**config.mk**
```make
export PLATFORM = sky130hd
export DESIGN_NAME = sdc_ctrl
export DESIGN_NICKNAME = d
export VERILOG_FILES = /design/src/rtl/sdc_pkg.sv /design/src/rtl/sdc_bank_state.sv /design/src/rtl/sdc_refresh_timer.sv /design/src/rtl/sdc_read_return.sv /design/src/rtl/sdc_ctrl.sv
export SDC_FILE = /design/constraint.sdc
export NUM_CORES = 1
export LEC_CHECK = 0
export ABC_AREA = 1
export ABC_CLOCK_PERIOD_IN_PS = 2200
export BUFFER_PORTS_ARGS = -buffer_cell sky130_fd_sc_hd__buf_2
export CORE_MARGIN = 2
export CORE_UTILIZATION = 45
export DETAILED_ROUTE_END_ITERATION = 8
export PLACE_DENSITY = 0.71
export SYNTH_ARGS = -nofsm -noshare
export SYNTH_HDL_FRONTEND = slang
export SYNTH_HIERARCHICAL = 1
export SYNTH_SLANG_ARGS = --single-unit
```
**constraint.sdc**
```tcl
create_clock -name clk -period 2.2 [get_ports clk]
set_input_delay 0.44 -clock clk [delete_from_list [all_inputs] [get_ports clk]]
set_output_delay 0.44 -clock clk [all_outputs]
set_load 0.01 [all_outputs]
```
**src/rtl/sdc_pkg.sv**
```systemverilog
// Shared command codes and helpers for the synchronous DRAM controller.
// Assumes burst codes of 0..3 (1 to 8 beats).
package sdc_pkg;
    typedef enum logic [2:0] {
        CMD_NOP  = 3'd0,
        CMD_ACT  = 3'd1,
        CMD_RD   = 3'd2,
        CMD_WR   = 3'd3,
        CMD_PRE  = 3'd4,
        CMD_PALL = 3'd5,
        CMD_REF  = 3'd6
    } cmd_e;

    // beats in a read burst for a burst code
    function automatic logic [3:0] burst_beats(input logic [1:0] code);
        return 4'd1 << code;
    endfunction
endpackage

```
**src/rtl/sdc_bank_state.sv**
```systemverilog
// Per-bank state: open flag, open row and a gap timer.
// The timer is loaded after an activate (T_RCD) or precharge (T_RP) and
// must reach zero before the next command to this bank. Assumes T_RCD, T_RP >= 1.
module sdc_bank_state #(
    parameter int ROW_W = 8,
    parameter int TMR_W = 3,
    parameter int T_RCD = 2,
    parameter int T_RP  = 2
) (
    input  logic             clk,
    input  logic             rst_n,
    input  logic             act_en,
    input  logic             pre_en,
    input  logic             col_en,
    input  logic [ROW_W-1:0] act_row,
    output logic             is_open,
    output logic [ROW_W-1:0] open_row,
    output logic             ready
);
    logic [TMR_W-1:0] tmr;

    // track open row and count down the bank's minimum command gap
    always_ff @(posedge clk) begin
        if (!rst_n) begin
            is_open  <= 1'b0;
            open_row <= '0;
            tmr      <= '0;
        end else if (act_en) begin
            is_open  <= 1'b1;
            open_row <= act_row;
            tmr      <= TMR_W'(T_RCD - 1);
        end else if (pre_en) begin
            is_open  <= 1'b0;
            tmr      <= TMR_W'(T_RP - 1);
        end else if (tmr != '0) begin
            tmr      <= tmr - 1'b1;
        end
    end

    assign ready = (tmr == '0);


    col_after_rcd_chk: assert property (@(posedge clk) disable iff (!rst_n)
        col_en |-> (is_open && ready));

    act_on_closed_chk: assert property (@(posedge clk) disable iff (!rst_n)
        act_en |-> (!is_open && ready));
endmodule

```
**src/rtl/sdc_refresh_timer.sv**
```systemverilog
// Free-running refresh interval counter. Raises due every REFI cycles and
// holds it until the controller acknowledges with a refresh command.
module sdc_refresh_timer #(
    parameter int REFI = 400
) (
    input  logic clk,
    input  logic rst_n,
    input  logic ack,
    output logic due
);
    localparam int CNT_W = $clog2(REFI);
    logic [CNT_W-1:0] cnt;

    // count the interval and latch a pending refresh
    always_ff @(posedge clk) begin
        if (!rst_n) begin
            cnt <= '0;
            due <= 1'b0;
        end else begin
            if (cnt == CNT_W'(REFI - 1)) begin
                cnt <= '0;
                due <= 1'b1;
            end else begin
                cnt <= cnt + 1'b1;
                if (ack) due <= 1'b0;
            end
        end
    end


    ack_only_when_due_chk: assert property (@(posedge clk) disable iff (!rst_n)
        ack |-> due);
endmodule

```
**src/rtl/sdc_read_return.sv**
```systemverilog
// Read return path: delays each read launch by CAS_LAT cycles, then
// captures the burst beats from the DRAM and presents them registered.
// Assumes launches are spaced by at least the previous burst length.
module sdc_read_return #(
    parameter int DATA_W  = 16,
    parameter int CAS_LAT = 3,
    parameter int BL_W    = 4
) (
    input  logic              clk,
    input  logic              rst_n,
    input  logic              launch,
    input  logic [BL_W-1:0]   launch_bl,
    input  logic [DATA_W-1:0] dram_rdata,
    output logic              rsp_valid,
    output logic [DATA_W-1:0] rsp_data,
    output logic              busy
);
    logic [CAS_LAT-1:0] sr_v;
    logic [BL_W-1:0]    sr_bl [CAS_LAT];
    logic [BL_W-1:0]    cnt;

    // shift launches through the CAS latency delay line
    always_ff @(posedge clk) begin
        if (!rst_n) begin
            sr_v <= '0;
            for (int i = 0; i < CAS_LAT; i++) sr_bl[i] <= '0;
        end else begin
            sr_v[0]  <= launch;
            sr_bl[0] <= launch_bl;
            for (int i = 1; i < CAS_LAT; i++) begin
                sr_v[i]  <= sr_v[i-1];
                sr_bl[i] <= sr_bl[i-1];
            end
        end
    end

    // count remaining beats and capture each one
    always_ff @(posedge clk) begin
        if (!rst_n) begin
            cnt       <= '0;
            rsp_valid <= 1'b0;
            rsp_data  <= '0;
        end else begin
            if (sr_v[CAS_LAT-1]) cnt <= sr_bl[CAS_LAT-1];
            else if (cnt != '0)  cnt <= cnt - 1'b1;
            rsp_valid <= (cnt != '0);
            if (cnt != '0) rsp_data <= dram_rdata;
        end
    end

    assign busy = (|sr_v) || (cnt != '0);


    no_burst_overlap_chk: assert property (@(posedge clk) disable iff (!rst_n)
        sr_v[CAS_LAT-1] |-> (cnt <= BL_W'(1)));
endmodule

```
**src/rtl/sdc_ctrl.sv**
```systemverilog
// Synchronous DRAM access controller top. Serves one request at a time:
// activate / precharge / column command per bank state, refresh with
// priority, read data returned through a CAS-latency pipe. req_ready is
// asserted in the cycle the column command is decided. Assumes the
// requester holds its request stable until accepted.
module sdc_ctrl
    import sdc_pkg::*;
#(
    parameter int NBANK   = 4,
    parameter int ROW_W   = 8,
    parameter int COL_W   = 6,
    parameter int DATA_W  = 16,
    parameter int CAS_LAT = 3,
    parameter int T_RCD   = 2,
    parameter int T_RP    = 2,
    parameter int T_RFC   = 4,
    parameter int REFI    = 400,
    localparam int BANK_W = $clog2(NBANK),
    localparam int ADDR_W = ROW_W + BANK_W + COL_W,
    localparam int DA_W   = (ROW_W > COL_W) ? ROW_W : COL_W
) (
    input  logic              clk,
    input  logic              rst_n,
    input  logic [1:0]        cfg_burst,
    input  logic              req_valid,
    output logic              req_ready,
    input  logic              req_write,
    input  logic [ADDR_W-1:0] req_addr,
    input  logic [DATA_W-1:0] req_wdata,
    output logic              rsp_valid,
    output logic [DATA_W-1:0] rsp_data,
    output logic [2:0]        dram_cmd,
    output logic [BANK_W-1:0] dram_bank,
    output logic [DA_W-1:0]   dram_addr,
    output logic [DATA_W-1:0] dram_wdata,
    input  logic [DATA_W-1:0] dram_rdata
);
    localparam int TMR_W = $clog2(T_RCD + T_RP + T_RFC + 1);
    localparam int BL_W  = 4;

    logic [COL_W-1:0]  r_col;
    logic [BANK_W-1:0] r_bank;
    logic [ROW_W-1:0]  r_row;
    logic [NBANK-1:0]  bk_open, bk_ready;
    logic [ROW_W-1:0]  bk_row [NBANK];
    logic              do_act, do_pre, do_col, do_pall, do_ref;
    logic              ref_due, rd_busy, any_open, all_ready, page_hit;
    logic [BL_W-1:0]   bl_cur;
    logic [BL_W-1:0]   col_wait;
    logic [TMR_W-1:0]  rfc_wait;
    cmd_e              cmd_q;

    assign {r_row, r_bank, r_col} = req_addr;
    assign bl_cur    = burst_beats(cfg_burst);
    assign any_open  = |bk_open;
    assign all_ready = &bk_ready;
    assign page_hit  = bk_open[r_bank] && (bk_row[r_bank] == r_row);

    for (genvar g = 0; g < NBANK; g++) begin : g_bank
        sdc_bank_state #(.ROW_W(ROW_W), .TMR_W(TMR_W), .T_RCD(T_RCD), .T_RP(T_RP)) bank_i (
            .clk      (clk),
            .rst_n    (rst_n),
            .act_en   (do_act && (r_bank == BANK_W'(g))),
            .pre_en   (do_pall || (do_pre && (r_bank == BANK_W'(g)))),
            .col_en   (do_col && (r_bank == BANK_W'(g))),
            .act_row  (r_row),
            .is_open  (bk_open[g]),
            .open_row (bk_row[g]),
            .ready    (bk_ready[g])
        );
    end

    sdc_refresh_timer #(.REFI(REFI)) refresh_i (
        .clk   (clk),
        .rst_n (rst_n),
        .ack   (do_ref),
        .due   (ref_due)
    );

    sdc_read_return #(.DATA_W(DATA_W), .CAS_LAT(CAS_LAT), .BL_W(BL_W)) return_i (
        .clk        (clk),
        .rst_n      (rst_n),
        .launch     (do_col && !req_write),
        .launch_bl  (bl_cur),
        .dram_rdata (dram_rdata),
        .rsp_valid  (rsp_valid),
        .rsp_data   (rsp_data),
        .busy       (rd_busy)
    );

    // choose this cycle's command: refresh first, then the waiting request
    always_comb begin
        do_act  = 1'b0;
        do_pre  = 1'b0;
        do_col  = 1'b0;
        do_pall = 1'b0;
        do_ref  = 1'b0;
        if (rfc_wait == '0) begin
            if (ref_due) begin
                if (!rd_busy && all_ready) begin
                    if (any_open) do_pall = 1'b1;
                    else          do_ref  = 1'b1;
                end
            end else if (req_valid && bk_ready[r_bank]) begin
                if (!bk_open[r_bank])  do_act = 1'b1;
                else if (!page_hit)    do_pre = 1'b1;
                else if (col_wait == '0 && (!req_write || !rd_busy)) do_col = 1'b1;
            end
        end
    end

    assign req_ready = do_col;

    // register the command, bank, multiplexed address and write word
    always_ff @(posedge clk) begin
        if (!rst_n) begin
            cmd_q      <= CMD_NOP;
            dram_bank  <= '0;
            dram_addr  <= '0;
            dram_wdata <= '0;
        end else begin
            if (do_ref)       cmd_q <= CMD_REF;
            else if (do_pall) cmd_q <= CMD_PALL;
            else if (do_act)  cmd_q <= CMD_ACT;
            else if (do_pre)  cmd_q <= CMD_PRE;
            else if (do_col)  cmd_q <= req_write ? CMD_WR : CMD_RD;
            else              cmd_q <= CMD_NOP;
            dram_bank  <= r_bank;
            dram_addr  <= do_act ? DA_W'(r_row) : DA_W'(r_col);
            dram_wdata <= req_wdata;
        end
    end

    // column spacing on the data bus and refresh recovery time
    always_ff @(posedge clk) begin
        if (!rst_n) begin
            col_wait <= '0;
            rfc_wait <= '0;
        end else begin
            if (do_col)               col_wait <= req_write ? '0 : bl_cur - 1'b1;
            else if (col_wait != '0)  col_wait <= col_wait - 1'b1;
            if (do_ref)               rfc_wait <= TMR_W'(T_RFC - 1);
            else if (rfc_wait != '0)  rfc_wait <= rfc_wait - 1'b1;
        end
    end

    assign dram_cmd = cmd_q;


    ref_banks_idle_chk: assert property (@(posedge clk) disable iff (!rst_n)
        (cmd_q == CMD_REF) |-> (!any_open && !rd_busy));

    wr_no_read_chk: assert property (@(posedge clk) disable iff (!rst_n)
        (cmd_q == CMD_WR) |-> !rd_busy);

    hit_no_row_cmd_chk: assert property (@(posedge clk) disable iff (!rst_n)
        (req_valid && !ref_due && page_hit) |-> !(do_act || do_pre));
endmodule

```
==> reports/qor.csv, run 1 <==
metric,value,unit
hold slack,0.202,ns
detailed-route DRC error count,0,
P_leak,4.06,nW
hold path cells,3,
Area after DPL,6980,sq um
Place WS,-0.116,ns
failing checks,setup timing,
Critical Path Source Type,flip-flop,
area grow syn2layout,33.5,%
status,finished with violations,
DR WL/cell,12.1,um
DR vias/cell,4.71,
I/O pins,101,
reg2reg start,g_bank[1].bank_i/tmr[0],
routed vias,5680,
vias in the first global route,5245,
design area,7980,sq um
initial antenna violation count,0,
Post-Synthesis Cell Area,5980,sq um
total grt overflow,0,
r2r worst-path depth,15,
max_cap viols,0,
hpwl dp,9.84,mm
critical path type,reg -> out,
Rows,42,
Hold Path Sink,dram_wdata[3],
core outline area,13100,sq um
DRT Pass-1 Iters,6,
largest net degree at the start of global routing,54,
clk_skew,0.00565,ns
CTS tree,done,
slowest CP cell,dfxtp_1,
post-route ant nets,0,
fill count,1137,
share of cells above drive strength 1,0.292,
# diodes,0,
Post-Synthesis Cells,843,
final worst setup slack,-0.0761,ns
Worst Hold Launch,req_wdata[3],
crit path time final,2.28,ns
worst-path cell chain,inv_1 > ha_4 > nand2_4 > inv_6 > nand2_1 > nand2_1 > nand2_1 > nor2_4 > nand3_4 > inv_4 > buf_6,
Post-Route WL,14.6,mm
Inserted Clock Buffers,17,
gpl congestion,0.835,
Hold/Removal Path Class,in -> reg,
Clock Latency Late Sink,0.42,ns
Inst Count DP,1150,
fin nets,1082,
"most used cell, CP",nand2_1,
Max-slew headroom,0.665,
beginning of the critical path,return_i/cnt[1],
DR iter-0 viols,391,
flop-to-flop setup slack,0.12,ns
critical path required time,1.76,ns
synth warn,6,
Setup-failing EPs final,1,
clk buf depth,2,
Final period util,1.03,
first-pass GRT wire length,24.0,mm
input/output buffers,100,
max incr delay on CP,0.32,ns
Worst-Margin Slew,0.502,ns
Max Slew Vio Count,0,
Max Fclk,0.439,GHz
area of the multi-input gates,2850,sq um
GRT Util Overall,0.209,
clk root buf,clkbuf_16,
maximum vdd drop,0.734,mV
register area,2710,sq um
Initial Util,0.457,
die span in y,119,um
Avg Synthesized Cell Area,7.09,sq um
RSZ-0062 raised after global routing,yes,
Crit. End Element,output port,
R2R Path End,g_bank[1].bank_i/tmr[1],
final non-filler cell total,1207,
Clock Sinks,135,
Clock transition at path regs,0.06,ns
die area,14200,sq um
syn nets,907,
power per cell area,1220,nW/um^2
Die Wd,119,um
Fin. Hold Viols,0,
CP Max Fanout,3,
CP arrival,1.84,ns
H-tree depth,4,
[state kept, by name, indices dropped and copies added, names as in the netlist]
name,flops
g_bank.bank_i/tmr,16
dram_bank,2
refresh_i/cnt,9
return_i/rsp_data,16
return_i/cnt,4
return_i/sr_bl,12
refresh_i/due,1
dram_addr,8
return_i/rsp_valid,1
dram_wdata,16
dram_cmd,3
return_i/sr_v,3
col_wait,4
rfc_wait,4
g_bank.bank_i/open_row,32
g_bank.bank_i/is_open,4
[metrics by stage]
step / power (mW) / TNS [ns] / utilization
floorplan: 5.19 / 0 / -
global placement: 5.90 / -0.798 / 0.533
detailed placement: 5.96 / -1.67 / 0.533
CTS: 9.65 / -0.0826 / 0.608
global route: 10.3 / -0.206 / 0.610
finish: 9.71 / -0.0761 / 0.610
[layout make-up]
| cell class | count | share of cell area |
|---|---|---|
| Timing Repair Buffer | 177 | 0.141 |
| Multi-Input combinational cell | 570 | 0.357 |
| Sequential cell | 135 | 0.340 |
| Clock inverter | 14 | 0.0220 |
| Tap cell | 176 | 0.0276 |
| Inverter | 117 | 0.0569 |
| Clock buffer | 18 | 0.0550 |
[report_power, final]
part,switching (mW),leakage (nW),internal (mW)
clock network,1.11,0.269,1.81
registers,0.274,1.11,2.91
logic,2.00,2.68,1.61
[per-layer routing]
| metal | vias to the layer above | part of all wire | global-route usage |
|---|---|---|---|
| met3 | 18 | 0.053 | 0.0484 |
| li1 | 2981 | - | - |
| met4 | 0 | 0.015 | 0.0729 |
| met5 | - | 0 | 0 |
| met2 | 144 | 0.47 | 0.346 |
| met1 | 2537 | 0.46 | 0.267 |
[timing repair]
action | in CTS | in global routing
setup endpoints to repair | 1 | 39
resized for setup | 58 | 11
pin swaps | 15 | 9
cloned | 0 | 0
hold buffers | 0 | 0
setup buffers | 24 | 3
[worst max-delay path by stage]
| stage | endpoint | cells past startpoint |
|---|---|---|
| global route | req_ready | 11 |
| CTS | req_ready | 11 |
| floorplan | g_bank[0].bank_i/tmr[0] | 14 |
| finish | req_ready | 11 |
| detailed placement | g_bank[2].bank_i/tmr[0] | 19 |
| global placement | g_bank[3].bank_i/tmr[3] | 17 |
[cell usage in the layout, fill, tap and decap left out, types with 7 or more instances in the layout]
cell,n
nand3_1,32
o21ai_1,27
nor2_1,153
inv_2,21
nand4_1,12
nand3_2,7
nor2_2,9
dfxtp_2,8
clkbuf_16,17
dfxtp_1,127
inv_1,91
clkinvlp_4,9
o21ai_0,43
buf_2,99
nand2_1,196
nor3_1,7
a21oi_1,22
buf_4,73
a21oi_2,9
[worst max-delay path, delay by kind of cell, from the launching register on]
kind,cells,cell delay [ns]
flip-flops,1,0.32
adder cells (fa/ha/maj),1,0.16
buffers and inverters,4,0.34
AND/OR/NAND/NOR,6,0.57
Power figures use the tool's default switching activity.
==> run 2, diff against run 1 <==
--- a/config.mk
+++ b/config.mk
@@ -5,7 +5,6 @@
 export SDC_FILE = /design/constraint.sdc
 export NUM_CORES = 1
 export LEC_CHECK = 0
-export ABC_AREA = 1
 export ABC_CLOCK_PERIOD_IN_PS = 2200
 export BUFFER_PORTS_ARGS = -buffer_cell sky130_fd_sc_hd__buf_2
 export CORE_MARGIN = 2
==> reports/qor.csv, run 2 <==
metric,value,unit
failing checks,setup timing,
post-route ant nets,0,
Max-slew headroom,0.732,
Avg Synthesized Cell Area,10.2,sq um
Inserted Clock Buffers,17,
# diodes,0,
Logic pwr share,0.347,
Die Wd,116,um
syn nets,622,
worst-path cell chain,inv_2 > ha_4 > or3b_4 > or4_4 > a211o_1 > nor3_4 > buf_2,
core outline area,12500,sq um
Worst-Margin Slew,0.402,ns
clk buf depth,2,
detailed-route DRC error count,0,
max FFs per register,32,
Worst Hold Launch,req_wdata[3],
max incr delay on CP,0.44,ns
Max Fclk,0.350,GHz
R2R Path End,dram_cmd[0],
Hold Path Sink,dram_wdata[3],
CP arrival,2.42,ns
Hold/Removal Path Class,in -> reg,
r2r worst-path depth,11,
Post-Synthesis Cell Area,5690,sq um
DR vias/cell,4.94,
first-pass GRT wire length,20.2,mm
critical path type,reg -> out,
crit path time final,2.86,ns
sequential share of power,0.343,
Power Total,9.03,mW
Place WS,-0.512,ns
Max Slew Vio Count,0,
P_leak,3.24,nW
largest net degree at the start of global routing,46,
die span in y,116,um
DRT Pass-1 Iters,4,
gpl congestion,0.782,
H-tree depth,4,
Final period util,1.30,
reg2reg start,return_i/cnt[1],
clk_skew,0.00573,ns
buffers and inverters on the worst path,2,
Clock Sinks,135,
slowest CP cell,or4_4,
Top reg by flops,g_bank.bank_i/open_row,
share of cells above drive strength 1,0.396,
hpwl dp,8.65,mm
CP Max Fanout,2,
I/O pins,101,
hold_buf cts,0,
DR iter-0 viols,208,
switching share of total power,0.312,
GRT Util Overall,0.194,
area grow syn2layout,36.3,%
hold path cells,2,
most frequent cells in the layout,"128 x dfxtp_1, 100 x buf_2, 60 x buf_4, 54 x nand2_1, 48 x nor2b_1",
DR WL/cell,14.3,um
internal power,6.21,mW
Crit. End Element,output port,
input/output buffers,100,
Rows,41,
power per cell area,1160,nW/um^2
Post-Synthesis Cells,558,
RSZ-0062 raised after global routing,yes,
routed vias,4479,
clk root buf,clkbuf_16,
total grt overflow,0,
fin nets,786,
Sw Pwr,2.82,mW
synth warn,6,
initial antenna violation count,0,
critical path required time,1.76,ns
"commonest non-fill, non-tap cell in the layout",dfxtp_1,
Clock Latency Late Sink,0.42,ns
Critical Path Source Type,flip-flop,
Post-Route WL,13.0,mm
Clock transition at path regs,0.06,ns
CTS tree,done,
Fin. Hold Viols,0,
flop-to-flop setup slack,-0.22,ns
Clock power frac,0.311,
die area,13600,sq um
final worst setup slack,-0.657,ns
maximum vdd drop,0.606,mV
Finished Core Util,0.623,
Initial Util,0.457,
kind of cell adding the most delay to the critical path,simple AND/OR/NAND/NOR gates,
hold slack,0.228,ns
vias in the first global route,4222,
status,finished with violations,
Setup-failing EPs final,32,
max_cap viols,0,
[run 2: per-stage QoR]
step	std cells	setup TNS, ns	instance area, sq um
detailed placement	857	-15.00	6720
finish	906	-5.13	7760
global placement	857	-13.38	6720
floorplan	558	-2.93	5740
global route	906	-9.17	7760
CTS	895	-3.11	7480
[run 2: worst max-delay path by stage]
stage	startpoint	endpoint	slack (ns)	cells after the start
CTS	return_i/cnt[0]	req_ready	-0.67	7
global placement	req_addr[6]	g_bank[3].bank_i/tmr[1]	-0.39	9
detailed placement	req_addr[6]	g_bank[3].bank_i/tmr[1]	-0.51	9
floorplan	return_i/cnt[0]	req_ready	-0.21	7
global route	return_i/cnt[0]	req_ready	-0.74	7
finish	return_i/cnt[1]	req_ready	-0.66	7
[run 2: timing repair]
action	4_1_cts	5_1_grt
setup endpoints to repair	48	71
buffers inserted	7	13
pin swaps	9	24
gates resized for setup	28	53
[run 2: power by group through the flow]
stage	clock, mW	sequential [mW]	combinational [mW]
2_1_floorplan	0	3.17	1.66
3_3_place_gp	0	3.10	2.56
3_5_place_dp	0	3.12	2.68
4_1_cts	2.85	3.07	2.86
5_1_grt	2.96	3.15	3.45
6_report	2.80	3.10	3.13
[run 2: routing by layer]
layer  vias up  global-route usage  share of wire
met1      2094               0.234           0.44
li1       2236                   -              -
met3        19              0.0519          0.051
met2       130               0.328           0.49
met5         -                   0              0
met4         0              0.0778          0.015
[run 2: final cells by class]
type	count	area [sq um]
Inverter	21	78.8
Timing Repair Buffer	170	1080
Sequential cell	135	2710
Multi-Input combinational cell	377	3090
Clock buffer	20	467
Clock inverter	11	124
Tap cell	172	215
Fill cell	986	4700
==> run 3, diff against run 2 <==
==> constraint.sdc (replaced) <==
create_clock -name clk -period 2.2 [get_ports clk]
set_input_delay 0.33 -clock clk [delete_from_list [all_inputs] [get_ports clk]]
set_output_delay 0.33 -clock clk [all_outputs]
set_load 0.01 [all_outputs]
==> reports/qor.csv, run 3 (synthesized netlist as in run 2, its figures left out) <==
metric,value,unit
GRT busiest layer,met2,
Clock Latency Late Sink,0.42,ns
failing checks,setup timing,
die area,13600,sq um
met2 Usage GRT,0.341,
Top reg by flops,g_bank.bank_i/open_row,
Die Wd,116,um
Global Route met3 Usage,0.0628,
vias in the first global route,4401,
input/output buffers,100,
P_leak,3.25,nW
reg2reg start,return_i/cnt[0],
Post-Route WL,12.5,mm
fill count,997,
core outline area,12500,sq um
crit path capture,req_ready,
"commonest non-fill, non-tap cell in the layout",dfxtp_1,
Clock transition at path regs,0.06,ns
die span in y,116,um
initial antenna violation count,0,
Clock Sinks,135,
most frequent cells in the layout,"128 x dfxtp_1, 99 x buf_2, 59 x buf_4, 54 x nand2_1, 47 x nor2b_1",
Power Total,9.50,mW
GRT Util Overall,0.191,
RSZ-0062 raised after global routing,yes,
routed vias,4438,
Fin. Hold Viols,0,
CP Max Fanout,2,
Max Fclk,0.364,GHz
Finished Core Util,0.623,
clk root buf,clkbuf_16,
detailed-route DRC error count,0,
hpwl dp,8.35,mm
Crit. End Element,output port,
beginning of the critical path,return_i/cnt[0],
Initial Util,0.457,
area grow syn2layout,36.3,%
total grt overflow,0,
clk_skew,0.00970,ns
Inserted Clock Buffers,17,
crit path time final,2.75,ns
Critical Path Source Type,flip-flop,
first-pass GRT wire length,20.1,mm
largest net degree at the start of global routing,63,
R2R Path End,refresh_i/due,
Max Slew Vio Count,0,
fin nets,782,
status,finished with violations,
critical path type,reg -> out,
DRT Pass-1 Iters,4,
Setup-failing EPs final,29,
DR vias/cell,4.92,
CP arrival,2.42,ns
CTS tree,done,
critical path required time,1.87,ns
share of cells above drive strength 1,0.379,
max FFs per register,32,
hold_buf cts,0,
H-tree depth,4,
gpl congestion,0.771,
Hold/Removal Path Class,in -> reg,
grt met1 use,0.211,
r2r worst-path depth,10,
DR WL/cell,13.9,um
Final period util,1.25,
power per cell area,1220,nW/um^2
# diodes,0,
final worst setup slack,-0.547,ns
clk buf depth,2,
maximum vdd drop,0.621,mV
Rows,41,
Max-slew headroom,0.649,
I/O pins,101,
DR iter-0 viols,191,
Worst-Margin Slew,0.526,ns
post-route ant nets,0,
max_cap viols,0,
flop-to-flop setup slack,-0.34,ns
-- run 3: cell types whose count changed in the layout (fill, tap and decap cells not counted), moves of 2 or more --
| cell | delta |
|---|---|
| a211oi_1 | +2 |
| a211oi_2 | -2 |
| a21oi_1 | +3 |
| a21oi_2 | -3 |
| bufinv_16 | +5 |
| clkinvlp_4 | -3 |
| nor3_1 | +3 |
| nor3_2 | -3 |
-- run 3: how the worst min path moves through the flow --
stage	end	cells past startpoint	slack, ns	startpoint
2_1_floorplan	return_i/sr_bl[0][10]	1	0.41	return_i/sr_bl[0][6]
3_3_place_gp	return_i/sr_bl[0][7]	1	0.42	return_i/sr_bl[0][3]
3_5_place_dp	return_i/sr_bl[0][8]	1	0.42	return_i/sr_bl[0][4]
4_1_cts	dram_wdata[5]	2	0.10	req_wdata[5]
5_1_grt	dram_wdata[5]	2	0.11	req_wdata[5]
6_report	dram_wdata[5]	2	0.12	req_wdata[5]
-- run 3: critical path: stages (launching register included) --
cell and delay [ns]:
dfxtp_2 0.32, inv_2 0.07, ha_4 0.13, or3b_4 0.37, or4_4 0.43, a211o_1 0.32, nor3_4 0.22, buf_6 0.14
-- run 3: repair_timing --
| item | in CTS | in global routing |
|---|---|---|
| gates cloned | 0 | 0 |
| setup endpoints to repair | 36 | 67 |
| buffers inserted | 8 | 10 |
| pin swaps | 10 | 10 |
| endpoints found under the hold margin | 0 | 0 |
| gates resized for setup | 31 | 41 |
-- run 3: final cells by class --
cell class	instances	area [sq um]	share of cell area
multi-input cells	377	3030	0.390
flip-flops and latches	135	2710	0.349
repair buffers	166	1030	0.132
clock buffers	19	453	0.0583
clock inverters	12	246	0.0318
well taps	172	215	0.0277
inverters	21	81.3	0.0105
-- run 3: routing by layer --
| layer | up-vias | share of wire |
|---|---|---|
| met5 | - | 0 |
| met4 | 0 | 0.014 |
| met3 | 15 | 0.055 |
| met2 | 123 | 0.51 |
| met1 | 2070 | 0.42 |
| li1 | 2230 | - |
-- run 3: through the flow --
| step | std cells | instance area [sq um] | worst slack (ns) | hold slack (ns) | TNS, ns |
|---|---|---|---|---|---|
| final | 902 | 7760 | -0.547 | 0.124 | -6.40 |
| after global routing | 902 | 7760 | -0.623 | 0.107 | -9.11 |
| after CTS | 893 | 7550 | -0.498 | 0.101 | -5.82 |
| after detailed placement | 854 | 6690 | -0.344 | 0.418 | -7.84 |
| after global placement | 854 | 6690 | -0.284 | 0.415 | -6.89 |
| after floorplan | 558 | 5730 | -0.187 | 0.412 | -3.62 |
-- run 3: power by group --
group	switching [mW]	total (mW)	internal [mW]
clock	1.02	3.31	2.30
combinational	1.51	3.09	1.58
sequential	0.238	3.10	2.86
total	2.76	9.50	6.74
